<file path="src/rtl/irqagg_pkg.sv">
package irqagg_pkg;
  localparam int BANK_W = 8;
  typedef logic [BANK_W-1:0] byte_t;
endpackage

</file>
<file path="src/rtl/irqagg_sync.sv">
module irqagg_sync #(
  parameter int W = 24
) (
  input  logic         clk,
  input  logic         rst_n,
  input  logic [W-1:0] async_in,
  output logic [W-1:0] sync_out
);
  logic [W-1:0] stage1_q;
  logic [W-1:0] stage2_q;

  always_ff @(posedge clk) begin
    if (!rst_n) begin
      stage1_q <= '0;
      stage2_q <= '0;
    end else begin
      stage1_q <= async_in;
      stage2_q <= stage1_q;
    end
  end

  assign sync_out = stage2_q;
endmodule

</file>
<file path="src/rtl/irqagg_bank.sv">
module irqagg_bank import irqagg_pkg::*; #(
  parameter byte_t LVL_MASK = '0
) (
  input  logic  clk,
  input  logic  rst_n,
  input  byte_t req_s,
  input  logic  mask_we,
  input  byte_t wdata,
  input  logic  stat_rd,
  output byte_t stat,
  output byte_t mask_q,
  output logic  pend
);
  byte_t prev_q;
  byte_t edge_q;
  byte_t rise;
  byte_t set_vec;

  assign rise    = req_s & ~prev_q;
  assign set_vec = rise & mask_q & ~LVL_MASK;

  always_ff @(posedge clk) begin
    if (!rst_n) begin
      prev_q <= '0;
      mask_q <= '0;
      edge_q <= '0;
    end else begin
      prev_q <= req_s;
      if (mask_we) mask_q <= wdata;
      edge_q <= ((stat_rd ? '0 : edge_q) | set_vec) & ~LVL_MASK;
    end
  end

  assign stat = (edge_q & ~LVL_MASK) | (req_s & LVL_MASK);
  assign pend = |(stat & mask_q);

  // a latched bit may only appear where the mask was enabled
  p_masked_edge_dropped_r4: assert property (@(posedge clk) disable iff (!rst_n)
    ((edge_q & ~$past(edge_q) & ~$past(mask_q)) == '0));

  // a status read leaves only freshly captured bits
  p_clear_on_read_r5: assert property (@(posedge clk) disable iff (!rst_n)
    stat_rd |=> ((edge_q & ~$past(set_vec)) == '0));

  // capture on the read edge survives
  p_set_beats_clear_r6: assert property (@(posedge clk) disable iff (!rst_n)
    stat_rd |=> ((edge_q & $past(set_vec)) == $past(set_vec)));
endmodule

</file>
<file path="src/rtl/irqagg_top.sv">
module irqagg_top import irqagg_pkg::*; #(
  parameter  int N_BANKS   = 3,
  parameter  int LEVEL_SRC = 5,
  localparam int N_SRC     = N_BANKS * BANK_W,
  localparam int ADDR_W    = $clog2(2 * N_BANKS)
) (
  input  logic              clk,
  input  logic              rst_n,
  input  logic [N_SRC-1:0]  irq_req,
  input  logic              host_rd,
  input  logic              host_wr,
  input  logic [ADDR_W-1:0] host_addr,
  input  logic [BANK_W-1:0] host_wdata,
  output logic [BANK_W-1:0] host_rdata,
  output logic              irq_out
);
  logic [N_SRC-1:0]   req_s;
  byte_t              stat_v [N_BANKS];
  byte_t              mask_v [N_BANKS];
  logic [N_BANKS-1:0] pend_v;
  logic [N_BANKS-1:0] any_mask;
  byte_t              rd_mux;
  byte_t              rdata_q;

  irqagg_sync #(.W(N_SRC)) u_sync (
    .clk      (clk),
    .rst_n    (rst_n),
    .async_in (irq_req),
    .sync_out (req_s)
  );

  for (genvar b = 0; b < N_BANKS; b++) begin : g_bank
    localparam byte_t LM = ((LEVEL_SRC / BANK_W) == b)
                           ? byte_t'(1) << (LEVEL_SRC % BANK_W) : '0;
    logic stat_rd;
    logic mask_we;

    assign stat_rd = host_rd && (int'(host_addr) == 2 * b);
    assign mask_we = host_wr && (int'(host_addr) == 2 * b + 1);

    irqagg_bank #(.LVL_MASK(LM)) u_bank (
      .clk     (clk),
      .rst_n   (rst_n),
      .req_s   (req_s[b*BANK_W +: BANK_W]),
      .mask_we (mask_we),
      .wdata   (host_wdata),
      .stat_rd (stat_rd),
      .stat    (stat_v[b]),
      .mask_q  (mask_v[b]),
      .pend    (pend_v[b])
    );

    assign any_mask[b] = |mask_v[b];

    // mask byte reads back what it holds
    p_mask_readback_r10: assert property (@(posedge clk) disable iff (!rst_n)
      (host_rd && (int'(host_addr) == 2 * b + 1)) |=> (host_rdata == $past(mask_v[b])));
  end

  always_comb begin
    rd_mux = '0;
    for (int b = 0; b < N_BANKS; b++) begin
      if (int'(host_addr) == 2 * b)     rd_mux = stat_v[b];
      if (int'(host_addr) == 2 * b + 1) rd_mux = mask_v[b];
    end
  end

  always_ff @(posedge clk) begin
    if (!rst_n)       rdata_q <= '0;
    else if (host_rd) rdata_q <= rd_mux;
  end

  assign host_rdata = rdata_q;
  assign irq_out    = |pend_v;

  // cascade needs at least one enabled source
  p_cascade_gated_r8: assert property (@(posedge clk) disable iff (!rst_n)
    irq_out |-> (|any_mask));

  // offsets past the register set read zero
  p_unused_zero_r2: assert property (@(posedge clk) disable iff (!rst_n)
    (host_rd && (int'(host_addr) >= 2 * N_BANKS)) |=> (host_rdata == '0));
endmodule

</file>
<file path="config.mk">
export PLATFORM = sky130hd
export DESIGN_NAME = irqagg_top
export DESIGN_NICKNAME = d
export VERILOG_FILES = /design/src/rtl/irqagg_pkg.sv /design/src/rtl/irqagg_sync.sv /design/src/rtl/irqagg_bank.sv /design/src/rtl/irqagg_top.sv
export SDC_FILE = /design/constraint.sdc
export NUM_CORES = 1
export LEC_CHECK = 0
export BUFFER_PORTS_ARGS = -buffer_cell sky130_fd_sc_hd__buf_2
export CORE_ASPECT_RATIO = 0.75
export CORE_MARGIN = 5
export CORE_UTILIZATION = 25
export CTS_CLUSTER_DIAMETER = 40
export CTS_CLUSTER_SIZE = 8
export DETAILED_ROUTE_END_ITERATION = 10
export GPL_TIMING_DRIVEN = 1
export PLACE_DENSITY = 0.4
export SYNTH_ARGS = -nofsm -noshare
export SYNTH_HDL_FRONTEND = slang
export SYNTH_SLANG_ARGS = --single-unit
</file>
<file path="constraint.sdc">
create_clock -name clk -period 2.3 [get_ports clk]
set_clock_uncertainty 0.1 [all_clocks]
set_input_delay 0.115 -clock clk [delete_from_list [all_inputs] [get_ports clk]]
set_output_delay 0.115 -clock clk [all_outputs]
set_load 0.02 [all_outputs]
</file>
# [Word-level counts from Yosys, hierarchy flattened]
# Index checks and enable logic that the tools add are counted.
[classes] mux=9 n_reduce_logical=8 bitwise=16 n_eq_ne=5
[op_table] cell="bitwise AND 8 bit" n=9
[op_table] cell="two-way mux 8 bit" n=9
[op_table] cell="NOT 8 bit" n=3
[op_table] cell="OR 8 bit" n=3
[op_table] cell="OR reduction 24 bit" n=1
[op_table] cell="== test 3 bit (second input constant)" n=4
[op_table] cell="OR 8 x 6 -> 8 bit" n=1
[op_table] cell="logical AND 1 bit" n=6
[op_table] cell="== test 3 x 2 -> 1 bit (second input constant)" n=1
[op_table] cell="logical NOT 3 bit" n=1
[word_totals] ff_bits=128 out_inout_bits=9 in_bits=39 word_cells=51

# [Depth between registers and ports, before layout]
# Gate-level depths: netlist of run 1.
[depth] ltp_word=7 ltp_mapped=6 mapped_depth_nobuf=4

# [Cells and area by module]
# A second synthesis of run 1 with hierarchy kept.
[hier_totals] hier_cells=431 area_unflattened_um2=4793.3
[by_module_without_submodules] module="irqagg_bank (g_bank[1].u_bank ...)" seq_area_each_um2=480.5 cells_per_inst=80 area_per_inst_um2=897.1 instances=2
[by_module_without_submodules] module="irqagg_sync" seq_area_each_um2=960.9 cells_per_inst=101 area_per_inst_um2=1331.3 instances=1
[by_module_without_submodules] module="irqagg_top" seq_area_each_um2=160.2 cells_per_inst=95 area_per_inst_um2=839.6 instances=1
[by_module_without_submodules] module="irqagg_bank (g_bank[0].u_bank)" seq_area_each_um2=440.4 cells_per_inst=75 area_per_inst_um2=828.3 instances=1

# [Worst setup path after synthesis of run 1]
# No wires, ideal clock.
[synth_path] path_kind="in2reg" start="in host_addr[1]" end="reg rdata_q[6] (netlist: host_rdata[6])" setup_ns=0.127 required_ns=2.073 slack_ns=1.099 n_path_buf=3 cell_stages=6 arrival_time_ns=0.974 path_cell_list="buf_2 > or2_1 > buf_6 > buf_8 > o2111ai_1 > nand3_1"
[synth_between] elab_chain_len=7 word_cells_on_any_way=12 classes_between="eq/ne: 5; mux: 6; reduce/logical: 1"
[synth_lines] element="start: declaration" line="irqagg_top.sv:12" source="input logic [ADDR_W-1:0] host_addr,"
[synth_lines] element="logical NOT 3 bit" line="irqagg_top.sv:63" source="if (int'(host_addr) == 2 * b) rd_mux = stat_v[b];"
[synth_lines] element="two-way mux 8 bit" line="irqagg_top.sv:63"
[synth_lines] element="two-way mux 8 bit" line="irqagg_top.sv:64" source="if (int'(host_addr) == 2 * b + 1) rd_mux = mask_v[b];"
[synth_lines] element="two-way mux 8 bit" line="irqagg_top.sv:63"
[synth_lines] element="two-way mux 8 bit" line="irqagg_top.sv:64"
[synth_lines] element="two-way mux 8 bit" line="irqagg_top.sv:63"
[synth_lines] element="two-way mux 8 bit *" line="irqagg_top.sv:64"
[synth_lines] element="end signal: assignment" line="irqagg_top.sv:70" source="else if (host_rd) rdata_q <= rd_mux;"
[synth_lines] element="end: declaration" line="irqagg_top.sv:23" source="byte_t rdata_q;"
# Every way passes the cells marked *; elsewhere a longest branch is shown, timed or not.
# A chain may end at the register's enable or synchronous reset.

# [Final worst setup path of run 1]
[layout_path] start="reg g_bank[2].u_bank.mask_q[7]" end="out irq_out"
[layout_between] elab_chain_len=2
[layout_lines] element="start: declaration" line="irqagg_bank.sv:11" source="output byte_t mask_q,"
[layout_lines] element="start signal: assignment" line="irqagg_bank.sv:29" source="if (mask_we) mask_q <= wdata;"
[layout_lines] element="bitwise AND 8 bit" line="irqagg_bank.sv:35" source="assign pend = |(stat & mask_q);"
[layout_lines] element="OR reduction 24 bit" line="irqagg_top.sv:74" source="assign irq_out = |pend_v;"
[layout_lines] element="end: declaration" line="irqagg_top.sv:15" source="output logic irq_out"
# Every way passes these cells.

==> impl_metrics.yaml, run 1 <==
drt:
  via_per_inst: 4.38
  wirelength_um: 11700
  final_antenna_net_count: 0
  wire_per_inst_um: 14.9
  first_pass_iters: 4
  drc: 0
  vias: 3460
  drt-initial-drc-count: 169
clocking:
  cts_tree: "yes"
  numCtsBuffers: 17
  cts_sinks: 126
  cts_root_buf: "clkbuf_16"
  clock_latency_ns: 0.41
  cts_resized: 0
  clk_pin_slew_worst_paths_ns: 0.05
  clockBufferDepth: 2
  htree_levels: 4
finish:
  final_nets: 577
  num-fill-cells: 1918
  drive_gt1_share_pct: 14.6
  instances_no_fill: 790
  area_growth_pct: 28.6
  final_core_util_pct: 33.0
  n_antenna_cell: 0
  design_area_mm2: 0.00586
pwr:
  peakVddDrop_v: 0.000322
  p_leak_nw: 2.27
  total_power_mw: 5.07
  power.density_mw_per_mm2: 866
placed_design:
  dp_hpwl_um: 8190
  dpl_cell_area_mm2: 0.00498
  gp_congestion: 0.817
  dp_cells: 729
  port_buffers: 47
synth:
  synth.ff_latch_count: 126
  synth_top_area_share_pct: 55.4
  seq_area_frac_synth_pct: 55.4
  ys_top_cells_by_count: "dfxtp_1, and2_1, nand2_1, nor2b_1"
  synth_edf_count: 0
  synth.most_common_cell: "dfxtp_1"
  synth_area_leader_cell: "dfxtp_1"
  synth_area_per_cell_um2: 9.86
  synthArstFlopShare_pct: 0
  ys.flop_type: "dfxtp_1"
  syn_inst: 462
  syn-cell-area_mm2: 0.00456
  synthesis.nets: 501
  ys_top_cells_by_area: "dfxtp_1, and2_1, nand2_1"
  yosys_warnings: 0
  ys_types: 30
worst_setup_path:
  worstSetupEndpointType: "primary output"
  worstSetupStartpoint: "g_bank[2].u_bank.mask_q[7]"
  r2r_start: "g_bank[1].u_bank.stat[0]"
  crit_arrival_ns: 1.64
  cp-endpoint: "irq_out"
  cp-start-kind: "flip-flop"
  cp_max_fo: 4
  worstPathRequired_ns: 2.09
  r2r-end: "host_rdata[0]"
  critPathKind: "reg -> out"
  reg2reg_depth: 3
  reg2reg_slack_ns: 1.27
floorplanning:
  start_util_pct: 25.6
  die_y_um: 127
  die_x_um: 166
  ios: 48
  coreArea_mm2: 0.0178
  placementRows: 42
  fp.dieArea_mm2: 0.0211
sta:
  rsz0062_at_grt: "false"
  report.final.hold_viol_count: 0
  slew_headroom_pct: 41.8
  tightest_slew_ns: 0.871
  setup_tns_ns: 0
  setup_viol: 0
  period_minus_slack_ns: 1.85
  max_freq_ghz: 0.539
  period_share_pct: 80.6
  drv_slew: 0
min_path:
  hp-start: "host_rd"
  hp-class: "in -> reg"
  worstHoldPathCells: 4
status:
  status: "completed"
grt:
  grt_start_max_net_pins: 62
  antenna_found_initial: 0
  grt_pass1_wl_um: 19000
  grt_pass1_vias: 3484
  overflow: 0
  grt_util_all_layers_pct: 11.7
flow_run:
  cap_violations: 0
==> cells by family (layout without fill, tap and decap cells) <==
group	after synthesis	after routing	share of synthesized area (%)
AOI/OAI and AO/OA	75	75	13.7
and+or+nand+nor	215	215	26.4
buffers and inverters	46	132	4.53
DFF	126	126	55.4
==> layout make-up <==
class | instances | area, um2 | share of cell area (%)
Sequential cell | 126 | 2520 | 43.1
Clock inverter | 8 | 92.6 | 1.58
Clock buffer | 21 | 460 | 7.86
Multi-Input combinational cell | 290 | 1830 | 31.2
Inverter | 22 | 82.6 | 1.41
Tap cell | 242 | 303 | 5.17
Timing Repair Buffer | 81 | 571 | 9.74
==> what timing repair did <==
action / in CTS / in global routing
hold buffers: 32 / 0
buffers inserted: 0 / 0
endpoints found under the hold margin: 48 / 0
==> flip-flops by register name, summed over array words and instances (netlist names) <==
name,flops
g_bank.u_bank.stat,16
g_bank.u_bank.mask_q,24
g_bank.u_bank.prev_q,23
u_sync.sync_out,24
u_sync.stage1_q,24
host_rdata,8
g_bank.u_bank.edge_q,7
==> placed cells by master, fill, tap and decap left out, types with 3 or more instances in the layout <==
cell type	Yosys	final
a32oi_1	22	22
buf_2	6	47
nand4_1	3	3
inv_1	22	22
dfxtp_1	126	126
clkbuf_16	0	17
a22oi_1	10	10
nand2b_1	20	20
nor2b_1	26	26
nand2_1	62	62
dlygate4sd3_1	0	32
nor2_1	3	3
or2b_1	12	12
a21boi_0	22	22
and2_1	71	71
clkinv_2	0	5
nand3_1	11	11
o2111ai_1	14	14
==> routing by layer <==
metal  GRT usage (%)  wire length [um]  share of wire, %  up-vias
met3            3.83               628               5.3       20
met5               0                 0                 0        -
met2            16.6              4900                42       68
met1            16.4              6030                51     1667
li1                -                 -                 -     1705
met4            4.80               191               1.6        0
==> power breakdown <==
group / switching (mW) / total, mW / internal (mW)
clock network: 0.912 / 2.53 / 1.62
registers: 0.0317 / 2.28 / 2.25
logic: 0.128 / 0.256 / 0.128
total: 1.07 / 5.07 / 4.00
==> critical path: stages (launching register included) <==
cell	delay, ns
dfxtp_1	0.35
a22o_1	0.21
a221oi_1	0.27
nand4_1	0.19
buf_2	0.21
==> through the flow <==
step | worst slack [ns] | hold slack, ns
finish | 0.446 | 0.106
global route | 0.323 | 0.130
CTS | 0.452 | 0.0973
detailed placement | 0.607 | 0.225
global placement | 0.695 | 0.220
floorplan | 1.10 | 0.137
==> worst min path at each step <==
| stage | to |
|---|---|
| after floorplan | u_sync.stage1_q[14] |
| after global placement | u_sync.stage1_q[14] |
| after detailed placement | u_sync.stage1_q[23] |
| after CTS | host_rdata[5] |
| after global routing | host_rdata[4] |
| final | host_rdata[3] |
Note: power is estimated with default switching activity, not from simulation.
==> run 2, diff against run 1 <==
PLACE_DENSITY = 0.41   (was 0.4)
clock period = 1.6 ns   (was 2.3 ns; I/O delays follow)
==> run 2 against run 1 <==
The flow now finishes with violations (setup timing). Sequential power up 43%. Routed wire length up 1.0%. Final cell count up 2.3%. Register-to-register slack worse by 0.73 ns. Total power up 44%. First-iteration DRC count down 9.5%. Via count up 1.1%. Critical endpoint unchanged.
==> impl_metrics.yaml, run 2 (same netlist as run 1, synthesis figures left out) <==
clocking:
  clk_pin_slew_worst_paths_ns: 0.06
  clockBufferDepth: 2
  cts_root_buf: "clkbuf_16"
  cts_tree: "yes"
  clock_latency_ns: 0.42
  htree_levels: 4
  cts_sinks: 126
  numCtsBuffers: 17
placed_design:
  gp_congestion: 0.817
  port_buffers: 47
  dp_hpwl_um: 8330
worst_setup_path:
  cp_slowest_cell: "dfxtp_2"
  critPathKind: "reg -> out"
  reg2reg_depth: 4
  path_cells: "a22oi_2 -> nand4_1 -> nor2_1 -> nand4_1 -> buf_6"
  slowest_delay_ns: 0.32
  worstSetupEndpointType: "primary output"
  crit_arrival_ns: 1.62
  cp-start-kind: "flip-flop"
  worstPathRequired_ns: 1.42
  r2r_start: "g_bank[1].u_bank.mask_q[5]"
  crit_top_cell: "nand4_1"
  reg2reg_slack_ns: 0.54
  cp_max_fo: 2
  cpLargestDelayFamily: "simple AND/OR/NAND/NOR gates"
  r2r-end: "host_rdata[5]"
  crit_buf_inv: 1
finish:
  num-fill-cells: 1862
  drive_gt1_share_pct: 19.4
  final_nets: 592
  final_common_cell: "dfxtp_1"
  final_cell_mix: "dfxtp_1, and2_1, nand2_1, buf_2, dlygate4sd3_1"
  n_antenna_cell: 0
  final_core_util_pct: 34.0
  area_growth_pct: 32.4
pwr:
  p_sw_share_pct: 23.6
  peakVddDrop_v: 0.000527
  clkPwrFrac_pct: 49.9
  power.density_mw_per_mm2: 1210
  p_switching_mw: 1.73
  p_comb_share_pct: 5.4
  seq_power_share_pct: 44.7
  p_leak_nw: 2.34
  p_int_mw: 5.59
sta:
  max_freq_ghz: 0.555
  setup_slack_ns: -0.202
  tightest_slew_ns: 0.469
  drv_slew: 0
  slew_headroom_pct: 68.7
  report.final.hold_viol_count: 0
  setup_tns_ns: -0.202
  rsz0062_at_grt: "true"
  period_minus_slack_ns: 1.80
  setup_viol: 1
  period_share_pct: 113
grt:
  grt_start_max_net_pins: 75
  use_met2_pct: 17.7
  grt_util_all_layers_pct: 11.8
  grt_pass1_wl_um: 19500
  use_met1_pct: 16.4
  busiest_layer: "met2"
  grt_pass1_vias: 3590
  antenna_found_initial: 0
  overflow: 0
  grt_util_met3_pct: 3.05
status:
  status: "complete, but fails checks"
  violations: "setup timing"
drt:
  vias: 3498
  wire_per_inst_um: 14.7
  final_antenna_net_count: 0
  drc: 0
  first_pass_iters: 4
  drt-initial-drc-count: 153
  via_per_inst: 4.33
  wirelength_um: 11900
min_path:
  worstHoldPathCells: 5
  hp-class: "in -> reg"
  min_to: "host_rdata[2]"
  hp-start: "host_rd"
floorplanning:
  ios: 48
  fp.dieArea_mm2: 0.0211
  start_util_pct: 25.6
  die_x_um: 166
  die_y_um: 127
  placementRows: 42
  coreArea_mm2: 0.0178
flow_run:
  cap_violations: 0
[run 2: changes by cell type in the layout (fill, tap and decap cells not counted), sizes merged]
| cell | delta |
|---|---|
| buf | +15 |
| bufinv | -1 |
| clkbuf | -3 |
| clkinvlp | +3 |
| inv | +4 |
[run 2: stage by stage]
stage          cells  worst slack [ns]  hold slack (ns)  instance area, um2  power [mW]
2_1_floorplan    462             0.434            0.102                4560        3.54
3_3_place_gp     742             0.141            0.183                5090        3.68
3_5_place_dp     742             0.175            0.186                5090        3.68
4_1_cts          808            -0.182           0.0534                6030        7.43
5_1_grt          808            -0.310            0.106                6030        7.61
6_report         808            -0.202           0.0602                6030        7.32
[run 2: area by class of cell]
type / count / area, um2 / share of cell area, %
sequential: 126 / 2530 / 42.0
multi-input combinational: 290 / 1850 / 30.6
timing repair buffer: 96 / 702 / 11.6
clock buffer: 18 / 429 / 7.11
tap: 242 / 303 / 5.02
clock inverter: 14 / 135 / 2.24
inverter: 22 / 82.6 / 1.37
[run 2: worst reg2reg max path: stages, from the launching register on]
cell and delay, ns:
dfxtp_2 0.32, buf_4 0.14, or2b_1 0.22, o2111ai_1 0.09, nand3_1 0.08
[run 2: how the worst max path moves through the flow]
stage | from | to | slack, ns | cells after the start
6_report | g_bank[1].u_bank.mask_q[5] | irq_out | -0.20 | 5
5_1_grt | g_bank[1].u_bank.mask_q[5] | irq_out | -0.31 | 5
4_1_cts | g_bank[0].u_bank.mask_q[1] | irq_out | -0.18 | 5
3_5_place_dp | host_addr[0] | host_rdata[7] | 0.18 | 5
3_3_place_gp | host_addr[0] | host_rdata[1] | 0.14 | 5
2_1_floorplan | host_addr[1] | host_rdata[6] | 0.43 | 6
[run 2: metal layers]
metal,vias to the layer above,part of all wire [%]
met2,91,43
met5,-,0
met3,15,6.7
met1,1656,49
li1,1736,-
met4,0,1.3
[run 2: power by group through the flow]
stage	registers, mW	logic (mW)	clock network, mW
floorplan	3.34	0.199	0
global placement	3.34	0.338	0
detailed placement	3.34	0.340	0
CTS	3.28	0.403	3.75
global route	3.28	0.444	3.89
finish	3.27	0.394	3.65
[run 2: what timing repair did]
action,CTS,global route
resized for setup,14,0
setup endpoints to repair,1,1
endpoints found under the hold margin,48,0
pin swaps,7,2
hold buffers,32,0
setup buffers,2,0
==> run 3, diff against run 2 <==
CORE_UTILIZATION = 45   (was 25)
PLACE_DENSITY = 0.65   (was 0.41)
==> run 3 against run 2 <==
The run still ends with setup timing left. Largest power group unchanged. Critical path depth stayed put. Die area down 42%. First-iteration DRC count is 89% higher. Non-clock buffer count is 6 lower.
==> impl_metrics.yaml, run 3 (same netlist as run 1, synthesis figures left out) <==
min_path:
  hp-start: "host_rd"
  hp-class: "in -> reg"
sta:
  drv_slew: 0
  report.final.hold_viol_count: 0
  max_freq_ghz: 0.568
  tightest_slew_ns: 0.771
  setup_slack_ns: -0.162
  period_minus_slack_ns: 1.76
  slew_headroom_pct: 48.5
  setup_tns_ns: -0.162
  period_share_pct: 110
  rsz0062_at_grt: "true"
  setup_viol: 1
pwr:
  peakVddDrop_v: 0.000822
  power.density_mw_per_mm2: 1320
  total_power_mw: 7.89
  p_leak_nw: 2.37
placed_design:
  gp_congestion: 0.903
  port_buffers: 47
  dpl_cell_area_mm2: 0.00492
  dp_hpwl_um: 7080
drt:
  wirelength_um: 10800
  first_pass_iters: 4
  wire_per_inst_um: 15.7
  drc: 0
  vias: 3501
  drt-initial-drc-count: 289
  via_per_inst: 5.06
  final_antenna_net_count: 0
floorplanning:
  start_util_pct: 46.6
  die_x_um: 126
  ios: 48
  placementRows: 31
  die_y_um: 97.1
  coreArea_mm2: 0.00977
  fp.dieArea_mm2: 0.0123
status:
  status: "complete, but fails checks"
  violations: "setup timing"
clocking:
  numCtsBuffers: 17
  clock_latency_ns: 0.41
  cts_sinks: 126
  cts_root_buf: "clkbuf_16"
  clockBufferDepth: 2
  cts_tree: "yes"
  htree_levels: 4
  clk_pin_slew_worst_paths_ns: 0.06
finish:
  final_cell_mix: "dfxtp_1, and2_1, nand2_1, buf_2, dlygate4sd3_1"
  final_nets: 586
  final_core_util_pct: 61.0
  drive_gt1_share_pct: 18.2
  area_growth_pct: 30.8
  n_antenna_cell: 0
  final_common_cell: "dfxtp_1"
  design_area_mm2: 0.00596
grt:
  antenna_found_initial: 0
  grt_pass1_wl_um: 17600
  grt_util_all_layers_pct: 18.4
  grt_start_max_net_pins: 119
  overflow: 0
  grt_pass1_vias: 3468
worst_setup_path:
  path_cells: "a22oi_2 -> nand4_1 -> nor2_1 -> nand4_1 -> buf_6"
  critPathKind: "reg -> out"
  crit_arrival_ns: 1.58
  cpLargestDelayFamily: "simple AND/OR/NAND/NOR gates"
  worstSetupStartpoint: "g_bank[1].u_bank.stat[5]"
  cp_max_fo: 3
  r2r_start: "g_bank[1].u_bank.stat[0]"
  crit_buf_inv: 1
  worstSetupEndpointType: "primary output"
  slowest_delay_ns: 0.33
  worstPathRequired_ns: 1.42
  crit_top_cell: "nand4_1"
  cp_slowest_cell: "dfxtp_1"
  cp-start-kind: "flip-flop"
flow_run:
  cap_violations: 0
## run 3: cell types whose count changed in the layout (fill, tap and decap cells not counted), moves of 2 or more
| cell | delta |
|---|---|
| clkinvlp_4 | -2 |
| bufinv_16 | +4 |
| clkinv_4 | -3 |
| clkbuf_8 | +3 |
| buf_4 | -8 |
| inv_6 | -4 |
## run 3: layout make-up
type	count	area, um2
Multi-Input combinational cell	290	1850
Clock inverter	10	184
Tap cell	132	165
Clock buffer	22	474
Timing Repair Buffer	90	672
Sequential cell	126	2530
Fill cell	833	3810
Inverter	22	82.6
## run 3: worst paths after layout
path | to | depth (start not counted) | slack (ns)
worst max-delay path | irq_out | 5 | -0.16
worst min-delay path | host_rdata[1] | 4 | 0.05
worst max register to register | host_rdata[0] | 3 | 0.58
worst min register to register | u_sync.sync_out[3] | 1 | 0.33
## run 3: where the power goes
group / leakage [nW] / total, mW / internal, mW / switching (mW)
sequential: 1.03 / 3.28 / 3.23 / 0.0453
combinational: 1.02 / 0.386 / 0.199 / 0.187
clock: 0.316 / 4.22 / 2.88 / 1.34
## run 3: worst register-to-register path, cell delays in order (launching register included)
cell and delay [ns]:
dfxtp_1 0.37, or2b_1 0.24, o2111ai_1 0.08, nand3_1 0.10
## run 3: timing repair
action                                  in CTS  in global routing
endpoints found under the setup margin       1                  1
gates resized for setup                     10                  3
buffers inserted                             2                  0
pin swaps                                    6                  3
hold buffers                                33                  0
cloned                                       0                  0
endpoints found under the hold margin       49                  0
## run 3: through the flow
step                setup WS, ns  hold slack, ns  std cells
floorplan                  0.434           0.102        462
global placement           0.260           0.180        625
detailed placement         0.265           0.184        625
CTS                       -0.141          0.0396        692
global route              -0.235          0.0785        692
finish                    -0.162          0.0499        692
## run 3: routing by layer
| layer | up-vias | wire, um | global-route usage (%) |
|---|---|---|---|
| li1 | 1724 | - | - |
| met1 | 1644 | 4860 | 23.7 |
| met2 | 118 | 4990 | 28.9 |
| met3 | 15 | 840 | 5.55 |
| met4 | 0 | 141 | 7.34 |
| met5 | - | 0 | 0 |
